`config.mk`:
```
export PLATFORM = sky130hd
export DESIGN_NAME = mrate_fifo
export DESIGN_NICKNAME = d
export VERILOG_FILES = /design/src/rtl/mrf_pkg.sv /design/src/rtl/mrf_step_gen.sv /design/src/rtl/mrf_ram.sv /design/src/rtl/mrf_ctrl.sv /design/src/rtl/mrate_fifo.sv
export SDC_FILE = /design/constraint.sdc
export NUM_CORES = 1
export LEC_CHECK = 0
export ABC_AREA = 1
export BUFFER_PORTS_ARGS = -buffer_cell sky130_fd_sc_hd__buf_2
export CAP_MARGIN = 20
export CORE_AREA = 2 2 137 139
export DETAILED_ROUTE_END_ITERATION = 10
export DIE_AREA = 0 0 139 141
export PLACE_DENSITY = 0.49
export SYNTH_ARGS = -nofsm -noshare
export SYNTH_HDL_FRONTEND = slang
export SYNTH_SLANG_ARGS = --single-unit
```
`constraint.sdc`:
```
create_clock -name clk -period 3.2 [get_ports clk]
set_input_delay 0.64 -clock clk [delete_from_list [all_inputs] [get_ports clk]]
set_output_delay 0.64 -clock clk [all_outputs]
set_load 0.005 [all_outputs]
```
`src/rtl/mrf_pkg.sv`:
```
package mrf_pkg;

  typedef enum logic [1:0] {
    RESP_IGNORE = 2'd0,
    RESP_WARN   = 2'd1,
    RESP_ERROR  = 2'd2
  } resp_e;

  typedef struct packed {
    logic do_push;
    logic do_pop;
    logic bad_push;
    logic bad_pop;
  } step_t;

  function automatic logic resp_active(input resp_e r);
    return r != RESP_IGNORE;
  endfunction

endpackage

```
`src/rtl/mrf_step_gen.sv`:
```
module mrf_step_gen #(
  parameter int RATIO = 1
) (
  input  logic clk,
  input  logic rst,
  output logic strobe
);
  localparam int CW = (RATIO > 1) ? $clog2(RATIO) : 1;

  logic [CW-1:0] phase;

  always_ff @(posedge clk) begin
    if (rst) begin
      phase <= '0;
    end else if (phase == CW'(RATIO - 1)) begin
      phase <= '0;
    end else begin
      phase <= phase + 1'b1;
    end
  end

  assign strobe = (phase == '0);
endmodule

```
`src/rtl/mrf_ram.sv`:
```
module mrf_ram #(
  parameter int DATA_W = 8,
  parameter int DEPTH  = 10,
  localparam int AW    = $clog2(DEPTH)
) (
  input  logic              clk,
  input  logic              rst,
  input  logic              we,
  input  logic [AW-1:0]     waddr,
  input  logic [DATA_W-1:0] wdata,
  input  logic              re,
  input  logic [AW-1:0]     raddr,
  output logic [DATA_W-1:0] rdata
);
  logic [DATA_W-1:0] mem [DEPTH];

  always_ff @(posedge clk) begin
    if (we) begin
      mem[waddr] <= wdata;
    end
  end

  // read-first output register: same-address write returns the old word
  always_ff @(posedge clk) begin
    if (rst) begin
      rdata <= '0;
    end else if (re) begin
      rdata <= mem[raddr];
    end
  end
endmodule

```
`src/rtl/mrf_ctrl.sv`:
```
module mrf_ctrl
  import mrf_pkg::*;
#(
  parameter int    DEPTH    = 10,
  parameter resp_e OVF_RESP = RESP_WARN,
  parameter resp_e UNF_RESP = RESP_WARN,
  localparam int   AW       = $clog2(DEPTH),
  localparam int   CNT_W    = $clog2(DEPTH + 1)
) (
  input  logic             clk,
  input  logic             rst,
  input  logic             push_step,
  input  logic             pop_step,
  output logic             wr_en,
  output logic [AW-1:0]    wr_addr,
  output logic             rd_en,
  output logic [AW-1:0]    rd_addr,
  output logic [CNT_W-1:0] count,
  output logic             empty,
  output logic             full,
  output logic             overflow,
  output logic             underflow
);
  localparam logic OVF_ON = resp_active(OVF_RESP);
  localparam logic UNF_ON = resp_active(UNF_RESP);

  step_t            st;
  logic [CNT_W-1:0] count_nxt;
  logic [AW-1:0]    wptr, rptr;

  function automatic logic [AW-1:0] bump(input logic [AW-1:0] p);
    return (p == AW'(DEPTH - 1)) ? '0 : p + 1'b1;
  endfunction

  always_comb begin
    st.do_pop   = pop_step && (count != '0);
    st.do_push  = push_step && ((count != CNT_W'(DEPTH)) || st.do_pop);
    st.bad_push = push_step && !st.do_push;
    st.bad_pop  = pop_step && !st.do_pop;
    count_nxt   = count;
    if (st.do_push && !st.do_pop) begin
      count_nxt = count + 1'b1;
    end else if (st.do_pop && !st.do_push) begin
      count_nxt = count - 1'b1;
    end
  end

  always_ff @(posedge clk) begin
    if (rst) begin
      wptr      <= '0;
      rptr      <= '0;
      count     <= '0;
      empty     <= 1'b1;
      full      <= 1'b0;
      overflow  <= 1'b0;
      underflow <= 1'b0;
    end else begin
      if (st.do_push) wptr <= bump(wptr);
      if (st.do_pop)  rptr <= bump(rptr);
      count     <= count_nxt;
      empty     <= (count_nxt == '0);
      full      <= (count_nxt == CNT_W'(DEPTH));
      overflow  <= OVF_ON && st.bad_push;
      underflow <= UNF_ON && st.bad_pop;
    end
  end

  assign wr_en   = st.do_push;
  assign wr_addr = wptr;
  assign rd_en   = st.do_pop;
  assign rd_addr = rptr;
endmodule

```
`src/rtl/mrate_fifo.sv`:
```
module mrate_fifo
  import mrf_pkg::*;
#(
  parameter int    DATA_W   = 8,
  parameter int    DEPTH    = 10,
  parameter int    RATIO    = 1,
  parameter bit    SLOW_POP = 1'b1,
  parameter resp_e OVF_RESP = RESP_WARN,
  parameter resp_e UNF_RESP = RESP_WARN,
  localparam int   AW       = $clog2(DEPTH),
  localparam int   CNT_W    = $clog2(DEPTH + 1)
) (
  input  logic              clk,
  input  logic              rst,
  input  logic [DATA_W-1:0] din,
  input  logic              push,
  input  logic              pop,
  output logic [DATA_W-1:0] dout,
  output logic              empty,
  output logic              full,
  output logic [CNT_W-1:0]  count,
  output logic              overflow,
  output logic              underflow
);
  logic          slow_stb, push_en, pop_en;
  logic          wr_en, rd_en;
  logic [AW-1:0] wr_addr, rd_addr;

  mrf_step_gen #(.RATIO(RATIO)) u_step (
    .clk    (clk),
    .rst    (rst),
    .strobe (slow_stb)
  );

  generate
    if (SLOW_POP) begin : g_pop_slow
      assign pop_en  = slow_stb;
      assign push_en = 1'b1;
    end else begin : g_push_slow
      assign pop_en  = 1'b1;
      assign push_en = slow_stb;
    end
  endgenerate

  mrf_ctrl #(
    .DEPTH    (DEPTH),
    .OVF_RESP (OVF_RESP),
    .UNF_RESP (UNF_RESP)
  ) u_ctrl (
    .clk       (clk),
    .rst       (rst),
    .push_step (push && push_en),
    .pop_step  (pop && pop_en),
    .wr_en     (wr_en),
    .wr_addr   (wr_addr),
    .rd_en     (rd_en),
    .rd_addr   (rd_addr),
    .count     (count),
    .empty     (empty),
    .full      (full),
    .overflow  (overflow),
    .underflow (underflow)
  );

  mrf_ram #(.DATA_W(DATA_W), .DEPTH(DEPTH)) u_ram (
    .clk   (clk),
    .rst   (rst),
    .we    (wr_en),
    .waddr (wr_addr),
    .wdata (din),
    .re    (rd_en),
    .raddr (rd_addr),
    .rdata (dout)
  );
endmodule

```
==> results of run 1 <==
where the power goes:
part / total (mW) / switching (mW) / internal (mW)
registers: 1.54 / 0.0292 / 1.51
clock network: 1.05 / 0.490 / 0.557
logic: 0.319 / 0.222 / 0.0972
Yosys cell counts, drive strengths merged, types with 6 or more instances:
library cell | n | share of area
a31oi | 8 | 0.011
buf | 10 | 0.017
clkbuf | 6 | 0.0051
dfxtp | 25 | 0.11
edfxtp | 80 | 0.54
inv | 37 | 0.032
nand2 | 94 | 0.086
nand3 | 30 | 0.038
nand4 | 18 | 0.025
nor2 | 57 | 0.057
o21ai | 23 | 0.027
or2 | 7 | 0.0099
worst max-delay path: stages (launching register included):
cell and delay [ns]:
dfxtp_1 0.39, inv_1 0.12, ha_1 0.27, nand2_4 0.12
nand2_4 0.08, inv_4 0.20, nor2_4 0.07, nor2_8 0.18
nand2_1 0.10, nor2_1 0.56
cell families after synthesis:
logic type	synth area share
other	0.000844
XOR/XNOR	0.00591
AO/OA/AOI/OAI	0.0453
AND/OR/NAND/NOR	0.230
buffers and inverters	0.0566
flip-flops	0.653
adder cells (fa/ha/maj)	0.00845
sequential cells by signal, summed over array words and instances, names as in the netlist:
| name | cells |
|---|---|
| u_ram.mem | 80 |
| u_ram.rdata | 8 |
| u_ctrl.count | 4 |
| u_ctrl.rd_addr | 4 |
| u_ctrl.wr_addr | 4 |
| u_ctrl.empty | 1 |
| u_ctrl.full | 1 |
| u_ctrl.overflow | 1 |
| u_ctrl.underflow | 1 |
| u_step.phase | 1 |
path summary, 6_finish.rpt:
kind         slack [ns]                to  cells after the start
max reg2reg        0.75   u_ram.mem[1][4]                      9
min reg2reg        0.49  u_ctrl.underflow                      1
max                0.75   u_ram.mem[1][4]                      9
min                0.49  u_ctrl.underflow                      1
layout make-up:
cell class	instances	share of cell area
clock buffers	11	0.0479
multi-input cells	258	0.254
repair buffers	29	0.0296
clock inverters	5	0.00765
flip-flops and latches	105	0.573
inverters	40	0.0301
well taps	234	0.0578
through the flow:
step / setup slack, ns / area, um^2 / instances / power [mW] / hold slack (ns)
after CTS: 0.690 / 5070 / 682 / 2.93 / 0.494
after global routing: 0.500 / 5070 / 682 / 3.03 / 0.517
after global placement: 0.710 / 4790 / 666 / 1.89 / 0.477
final: 0.749 / 5070 / 682 / 2.90 / 0.489
after detailed placement: 0.628 / 4790 / 666 / 1.89 / 0.478
after floorplan: 1.17 / 4440 / 419 / 1.77 / 0.456
placed cells by master, fill, tap and decap left out, types with 8 or more instances in the layout:
cell       instances
dfxtp_1           25
a31oi_1            8
nand4_1           18
inv_1             34
edfxtp_1          80
buf_2             27
nand2_1           88
nor2_1            52
clkbuf_16          9
nand3_1           26
o21ai_0           22
metal layers:
layer	vias to the layer above	track usage	routed length (um)
met5	-	0	0
met4	0	0.0431	204
met3	8	0.0282	612
met2	84	0.183	5060
met1	1419	0.143	4680
li1	1463	-	-
==> impl_metrics.tcl, run 1 <==
set metrics [dict create \
    multiInputGateArea_um2 1290 \
    grt.total_usage 0.112 \
    die_area_um2 19600 \
    cp_max_fo 20 \
    core_um2 18300 \
    cts.reportedPaths.clkPinSlew_ns 0.07 \
    pin_count 28 \
    grt_pass1_vias 2892 \
    finalSetupViolCount 0 \
    cp_data_required_time_ns 3.18 \
    async_reset_ff_frac 0 \
    dp_hpwl_mm 7.29 \
    ys_types 34 \
    cp.arrival_ns 2.43 \
    cts_buffers 9 \
    cts_tree "built" \
    postCtsSetupBuffers 0 \
    antenna_found_initial 0 \
    cts_root_buffer "clkbuf_16" \
    start_util 0.243 \
    maxSlewViolCount 0 \
    num_rows 50 \
    critPathCaptureType "flip-flop" \
    finalSetupTns_ns 0 \
    ir_worst_vdd_v 0.000281 \
    grt_max_degree 29 \
    synth-main-ff-cell "edfxtp_1" \
    hold_viol 0 \
    vias_per_cell 4.36 \
    crit_start "u_ctrl.count[0]" \
    ys_ff_latch 105 \
    globalplace.congestion 0.843 \
    dr.pass1.iters 4 \
    drv_cap 0 \
    period_minus_slack_ns 2.45 \
    insertedDiodeCount 0 \
    nNetsFinal 458 \
    areaGrowthSynthToFinish_pct 14.1 \
    route.vias.total 2974 \
    worst_slew_pin_slew_ns 0.794 \
    grt_setup_unrepaired "false" \
    seq_area_um2 2900 \
    clock_sinks 105 \
    chipWidth_um 139 \
    max_freq_ghz 0.408 \
    ant_nets 0 \
    cts_resized 0 \
    fillers 1938 \
    clkLatencyLatePin_ns 0.34 \
    min_period_over_period 0.766 \
    ys_warn_count 0 \
    drtIter0Drc 280 \
    clockBufferDepth 2 \
    port_buffers 27 \
    path_class "flip-flop to flip-flop" \
    drive_gt1_frac 0.161 \
    slew_headroom 0.470 \
    wl_per_cell_um 15.5 \
    clock_skew_ns 0.00673 \
    routed_wl_mm 10.6 \
    die_h_um 141 \
    power_density_nw_per_um2 573 \
    postSynthCellCount 419 \
    critPathLaunchType "flip-flop" \
    syn_area_um2 4440 \
    final_util 0.277 \
    gr-total-overflow 0 \
    drc 0 \
    syn_area_per_cell_um2 10.6 \
    min_from "u_step.phase" \
    synth_fp_nets 434 \
    cts_hold_buf 0 \
    outcome "finished clean" \
    hp-class "flip-flop to flip-flop" \
    synth-edff-count 80 \
    grt_pass1_wl_mm 16.4 \
    ys_seq_area_frac 0.653 \
    r2r-start "u_ctrl.count[0]" \
    p_leak_nw 1.90 \
    ctsHtreeMaxLevel 3 \
]
(Power assumes the default switching activity.)
==> run 2: changes to the inputs <==
Settings changed: ABC_AREA 1 to 0, CORE_AREA 2 2 137 139 to 2 2 134 136, DIE_AREA 0 0 139 141 to 0 0 136 138.
Clock period 3.2 ns to 2.31 ns, I/O delays scaled along.
==> run 2 against run 1 <==
Net effect: area after synthesis shrank 3.8%; register-to-register slack lost 0.56 ns; fmax increased by 16%; non-clock buffer count up 16; global-route usage down 1.2 points; critical path type unchanged; critical endpoint is now u_ctrl.full; largest cell class unchanged; largest power group unchanged; highest routed layer unchanged.
==> impl_metrics.tcl, run 2 <==
set metrics [dict create \
    outcome "finished clean" \
    r2r-start "u_ctrl.count[0]" \
    p_leak_nw 1.67 \
    num_rows 49 \
    async_reset_ff_frac 0 \
    synth_top_cell_by_area "edfxtp_1" \
    globalplace.congestion 0.808 \
    finalSetupViolCount 0 \
    die_area_um2 18800 \
    pin_count 28 \
    largest-register "u_ram.mem" \
    cts_buffers 9 \
    clock_sinks 105 \
    post_dp_cell_area_um2 4770 \
    hp-class "input port to flip-flop" \
    fillers 1812 \
    drive_gt1_frac 0.297 \
    core_um2 17500 \
    synth-edff-count 80 \
    maxSlewViolCount 0 \
    cts.reportedPaths.clkPinSlew_ns 0.07 \
    port_buffers 27 \
    cts_root_buffer "clkbuf_16" \
    areaGrowthSynthToFinish_pct 18.6 \
    top_layer_used "met4" \
    dp_hpwl_mm 5.87 \
    syn_area_um2 4280 \
    seq_area_um2 2900 \
    cts_tree "built" \
    synth_top_area_frac 0.562 \
    ys_ff_latch 105 \
    grt_pass1_wl_mm 13.9 \
    chipWidth_um 136 \
    nNetsFinal 333 \
    max_freq_ghz 0.471 \
    power_mw 3.94 \
    postSynthCellCount 278 \
    die_h_um 138 \
    min_path_cells 1 \
    clock_skew_ns 0.00580 \
    ys_types 47 \
    clockBufferDepth 2 \
    ant_nets 0 \
    power_density_nw_per_um2 776 \
    routed_wl_mm 8.82 \
    reg_top3 "u_ram.mem (80), u_ram.rdata (8)" \
    final_cell_area_um2 5070 \
    cp_max_fo 5 \
    reg2reg_to "u_ctrl.full" \
    synth_fp_nets 293 \
    yosysMostFrequentCell "edfxtp_1" \
    holdPathEnd "u_ram.mem[8][7]" \
    setup_ws_ns 0.189 \
    ctsHtreeMaxLevel 3 \
    wl_met1_mm 4.02 \
    rrSetupSlack_ns 0.19 \
    syn_area_per_cell_um2 15.4 \
    dr.pass1.iters 4 \
    hold_viol 0 \
    path_class "flip-flop to flip-flop" \
    finalSetupTns_ns 0 \
    drc 0 \
    critPathCaptureType "flip-flop" \
    critPathLaunchType "flip-flop" \
    start_util 0.244 \
    min_from "din[7]" \
    wl_met3_um 408 \
    route.vias.total 2424 \
    drv_cap 0 \
    grt_max_degree 29 \
    ys_warn_count 0 \
    wl_met2_mm 4.27 \
    antenna_found_initial 1 \
    worst_slew_pin_slew_ns 0.628 \
    grt_pass1_vias 2469 \
    r2r_cells 7 \
    multiInputGateArea_um2 1280 \
    gr-total-overflow 0 \
    final_cell_mix "80 x edfxtp_1, 27 x buf_2, 24 x dfxtp_1" \
    final_common_cell "edfxtp_1" \
    wl_per_cell_um 15.9 \
    cp_data_required_time_ns 2.57 \
    grt.total_usage 0.0999 \
    largest_reg_flops 80 \
    slew_headroom 0.581 \
    ir_worst_vdd_v 0.000379 \
    drtIter0Drc 115 \
    grt_setup_unrepaired "false" \
    synth-main-ff-cell "edfxtp_1" \
    ys_seq_area_frac 0.679 \
    period_minus_slack_ns 2.12 \
    min_period_over_period 0.918 \
    cp.arrival_ns 2.38 \
    vias_per_cell 4.38 \
    synth_area_leaders "edfxtp_1 56%, dfxtp_1 12%, mux4_2 8.4%, mux2_2 2.4%, a21oi_1 2.3%" \
    hold_slack_ns 0.415 \
    dp_worst_setup_slack_ns 0.157 \
    clkLatencyLatePin_ns 0.35 \
    synthTopCellsByCount "80 x edfxtp_1, 25 x dfxtp_1, 20 x a21oi_1" \
]
run 2: cell types whose count changed after synthesis, moves of 9 or more:
| cell | delta |
|---|---|
| nand2_1 | -73 |
| nand3_1 | -23 |
| mux4_2 | +16 |
| mux2_2 | +9 |
| nor2_1 | -39 |
| o21ai_1 | +9 |
| mux2i_1 | +9 |
| o21ai_0 | -18 |
| nand4_1 | -16 |
| inv_1 | -29 |
| a21oi_1 | +15 |
run 2: how the worst max path moves through the flow:
stage	start	to	slack, ns
6_report	u_ctrl.count[0]	u_ctrl.full	0.19
3_5_place_dp	u_ctrl.count[1]	u_ctrl.full	0.16
3_3_place_gp	u_ctrl.count[0]	u_ctrl.full	0.18
4_1_cts	u_ctrl.count[1]	u_ctrl.full	0.14
2_1_floorplan	u_ctrl.count[0]	u_ram.mem[0][0]	0.05
5_1_grt	u_ctrl.count[1]	u_ctrl.full	0.01
run 2: worst max-delay path: stages, from the launching register on:
cell and delay [ns]:
dfxtp_1 0.31, inv_1 0.13, ha_1 0.23, nor4bb_2 0.35, mux2_2 0.38, nand2b_1 0.14
o211ai_1 0.26, nor4b_2 0.23
run 2: layout make-up:
type | instances | share of cell area
Sequential cell | 105 | 0.573
Multi-Input combinational cell | 151 | 0.253
Tap cell | 229 | 0.0565
Timing Repair Buffer | 45 | 0.0558
Clock buffer | 11 | 0.0459
Clock inverter | 5 | 0.0114
Inverter | 6 | 0.00444
Antenna cell | 1 | 0.000494
run 2: power breakdown:
| part | leakage, nW | switching (mW) | internal, mW |
|---|---|---|---|
| Clock | 0.132 | 0.641 | 0.838 |
| Combinational | 0.613 | 0.190 | 0.165 |
| Sequential | 0.929 | 0.0253 | 2.08 |
run 2: cell families (layout without fill, tap and decap cells):
kind of cell             count (synthesis)  in the layout  synth area share
multiplexers                            34             34             0.129
AND/OR/NAND/NOR                         62             62            0.0790
adder cells (fa/ha/maj)                  3              3           0.00878
AO/OA/AOI/OAI                           45             45            0.0626
flip-flops                             105            105             0.679
buffers and inverters                   22             67            0.0284
other                                    1              2          0.000877
XOR/XNOR                                 6              6            0.0123
run 2: metrics by stage:
| step | std cells | utilization |
|---|---|---|
| 2_1_floorplan | 278 | - |
| 3_3_place_gp | 536 | 0.272 |
| 3_5_place_dp | 536 | 0.272 |
| 4_1_cts | 552 | 0.289 |
| 5_1_grt | 552 | 0.289 |
| 6_report | 553 | 0.289 |
run 2: what timing repair did:
action                     4_1_cts  5_1_grt
hold buffers                     0        0
setup endpoints to repair        0        1
resized for setup                0        1
buffers inserted                 0        0
run 2: per-layer routing:
metal  GRT usage  vias up
met5           0        -
met4      0.0345        0
met3      0.0330       10
li1            -     1144
met2       0.159       44
met1       0.127     1226
==> run 3: changes to the inputs <==
Settings changed: ABC_AREA 0 to 1, CORE_AREA 2 2 134 136 to 2 2 137 139, DIE_AREA 0 0 136 138 to 0 0 139 141, SKIP_LAST_GASP set to 1.
==> run 3 against run 2 <==
Net effect: worst hold slack better by 0.0090 ns; sequential power is essentially flat; final cell count is 26% higher; largest power group unchanged.
==> impl_metrics.tcl, run 3 (synthesized netlist as in run 1, its figures left out) <==
set metrics [dict create \
    crit_top_cell "nand2_4" \
    final_util 0.282 \
    largest-register "u_ram.mem" \
    die_h_um 141 \
    grt_util_met1 0.144 \
    reg_top3 "u_ram.mem (80), u_ram.rdata (8)" \
    finalSetupViolCount 0 \
    final_cell_area_um2 5160 \
    worstPathBufferInverterCount 3 \
    grt-busiest-layer "met2" \
    critPathLaunchType "flip-flop" \
    grt.total_usage 0.115 \
    final_cell_mix "88 x nand2_1, 80 x edfxtp_1, 52 x nor2_1" \
    ir_worst_vdd_v 0.000357 \
    period_minus_slack_ns 2.03 \
    grtUsageMet2 0.188 \
    die_area_um2 19600 \
    clkLatencyLatePin_ns 0.35 \
    cts_root_buffer "clkbuf_16" \
    max_freq_ghz 0.494 \
    fillers 1923 \
    min_from "pop" \
    dp_hpwl_mm 7.41 \
    clockBufferDepth 2 \
    cts_tree "built" \
    outcome "finished clean" \
    fin_cells 695 \
    power_density_nw_per_um2 776 \
    post_dp_cell_area_um2 4880 \
    grt_pass1_vias 2980 \
    core_um2 18300 \
    cts_resized 0 \
    rrSetupSlack_ns 0.28 \
    cp_data_required_time_ns 2.37 \
    ctsHtreeMaxLevel 3 \
    cts_buffers 9 \
    clock_sinks 105 \
    cp_max_fo 9 \
    postCtsSetupBuffers 0 \
    wl_per_cell_um 15.3 \
    drv_cap 0 \
    grt_max_degree 20 \
    route.vias.total 3019 \
    antenna_found_initial 0 \
    maxSlewViolCount 0 \
    setup_ws_ns 0.284 \
    path_delay_family "simple AND/OR/NAND/NOR gates" \
    cts.reportedPaths.clkPinSlew_ns 0.07 \
    placedCellCount 679 \
    routed_wl_mm 10.6 \
    grtUsageMet3 0.0350 \
    drc 0 \
    cp.arrival_ns 2.09 \
    cts_hold_buf 0 \
    largest_reg_flops 80 \
    num_rows 50 \
    hold_viol 0 \
    globalplace.congestion 0.816 \
    vias_per_cell 4.34 \
    min_period_over_period 0.877 \
    insertedDiodeCount 0 \
    chipWidth_um 139 \
    critPathCaptureType "flip-flop" \
    nNetsFinal 471 \
    hp-class "input port to flip-flop" \
    port_buffers 27 \
    power_mw 4.00 \
    ant_nets 0 \
    r2r-start "u_ctrl.count[0]" \
    clock_skew_ns 0.00623 \
    drive_gt1_frac 0.182 \
    slowest_stage "dfxtp_1" \
    areaGrowthSynthToFinish_pct 16.1 \
    max_stage_delay_ns 0.39 \
    slew_headroom 0.653 \
    start_util 0.243 \
    gr-total-overflow 0 \
    path_cells "inv_1 -> ha_1 -> nand2_4 -> nand2_4 -> inv_4 -> nor2_4 -> nor2_8 -> nand3_2 -> nor2_1 -> buf_4" \
    pin_count 28 \
    grt_setup_unrepaired "false" \
    dp_worst_setup_slack_ns 0.295 \
    worst_slew_pin_slew_ns 0.517 \
    dr.pass1.iters 4 \
    finalSetupTns_ns 0 \
    final_common_cell "nand2_1" \
    seq_area_um2 2900 \
    hold_slack_ns 0.424 \
    drtIter0Drc 252 \
    crit_start "u_ctrl.count[0]" \
    grt_pass1_wl_mm 16.8 \
    path_class "flip-flop to flip-flop" \
    p_leak_nw 1.97 \
    multiInputGateArea_um2 1290 \
]
## run 3: cell types whose count changed in the layout (fill, tap and decap cells not counted), sizes merged, moves of 8 or more
cell / previous run / this run
a31oi: 0 / 8
o21ai: 13 / 23
mux2i: 9 / 0
nand4: 2 / 18
nor2: 13 / 57
nand2: 15 / 94
inv: 6 / 38
mux4: 16 / 0
mux2: 9 / 0
nand3: 3 / 30
a21oi: 20 / 5
## run 3: metal layers
metal | wire (um) | up-vias | share of wire
met4 | 183 | 0 | 0.017
met3 | 452 | 12 | 0.043
li1 | - | 1487 | -
met2 | 5150 | 57 | 0.49
met5 | 0 | - | 0
met1 | 4830 | 1463 | 0.46
## run 3: worst paths after layout
kind                                           to  cells past startpoint
worst min-delay path             u_ctrl.underflow                      3
worst max-delay path              u_ram.mem[0][0]                     10
worst max register to register    u_ram.mem[0][0]                     10
worst min register to register  u_ctrl.wr_addr[3]                      2
## run 3: report_power, final
| part | internal [mW] | switching, mW |
|---|---|---|
| Clock | 0.757 | 0.669 |
| Sequential | 2.09 | 0.0453 |
| Combinational | 0.145 | 0.297 |
| Total | 2.99 | 1.01 |
## run 3: area by class of cell
type / instances / share of cell area
clock buffers: 11 / 0.0471
clock inverters: 5 / 0.00582
inverters: 40 / 0.0296
multi-input cells: 258 / 0.250
flip-flops and latches: 105 / 0.563
well taps: 234 / 0.0568
repair buffers: 42 / 0.0480
## run 3: tightest hold or removal path, stage by stage
cell    delay (ns)
buf_2         0.10
inv_1         0.10
nor4_1        0.07
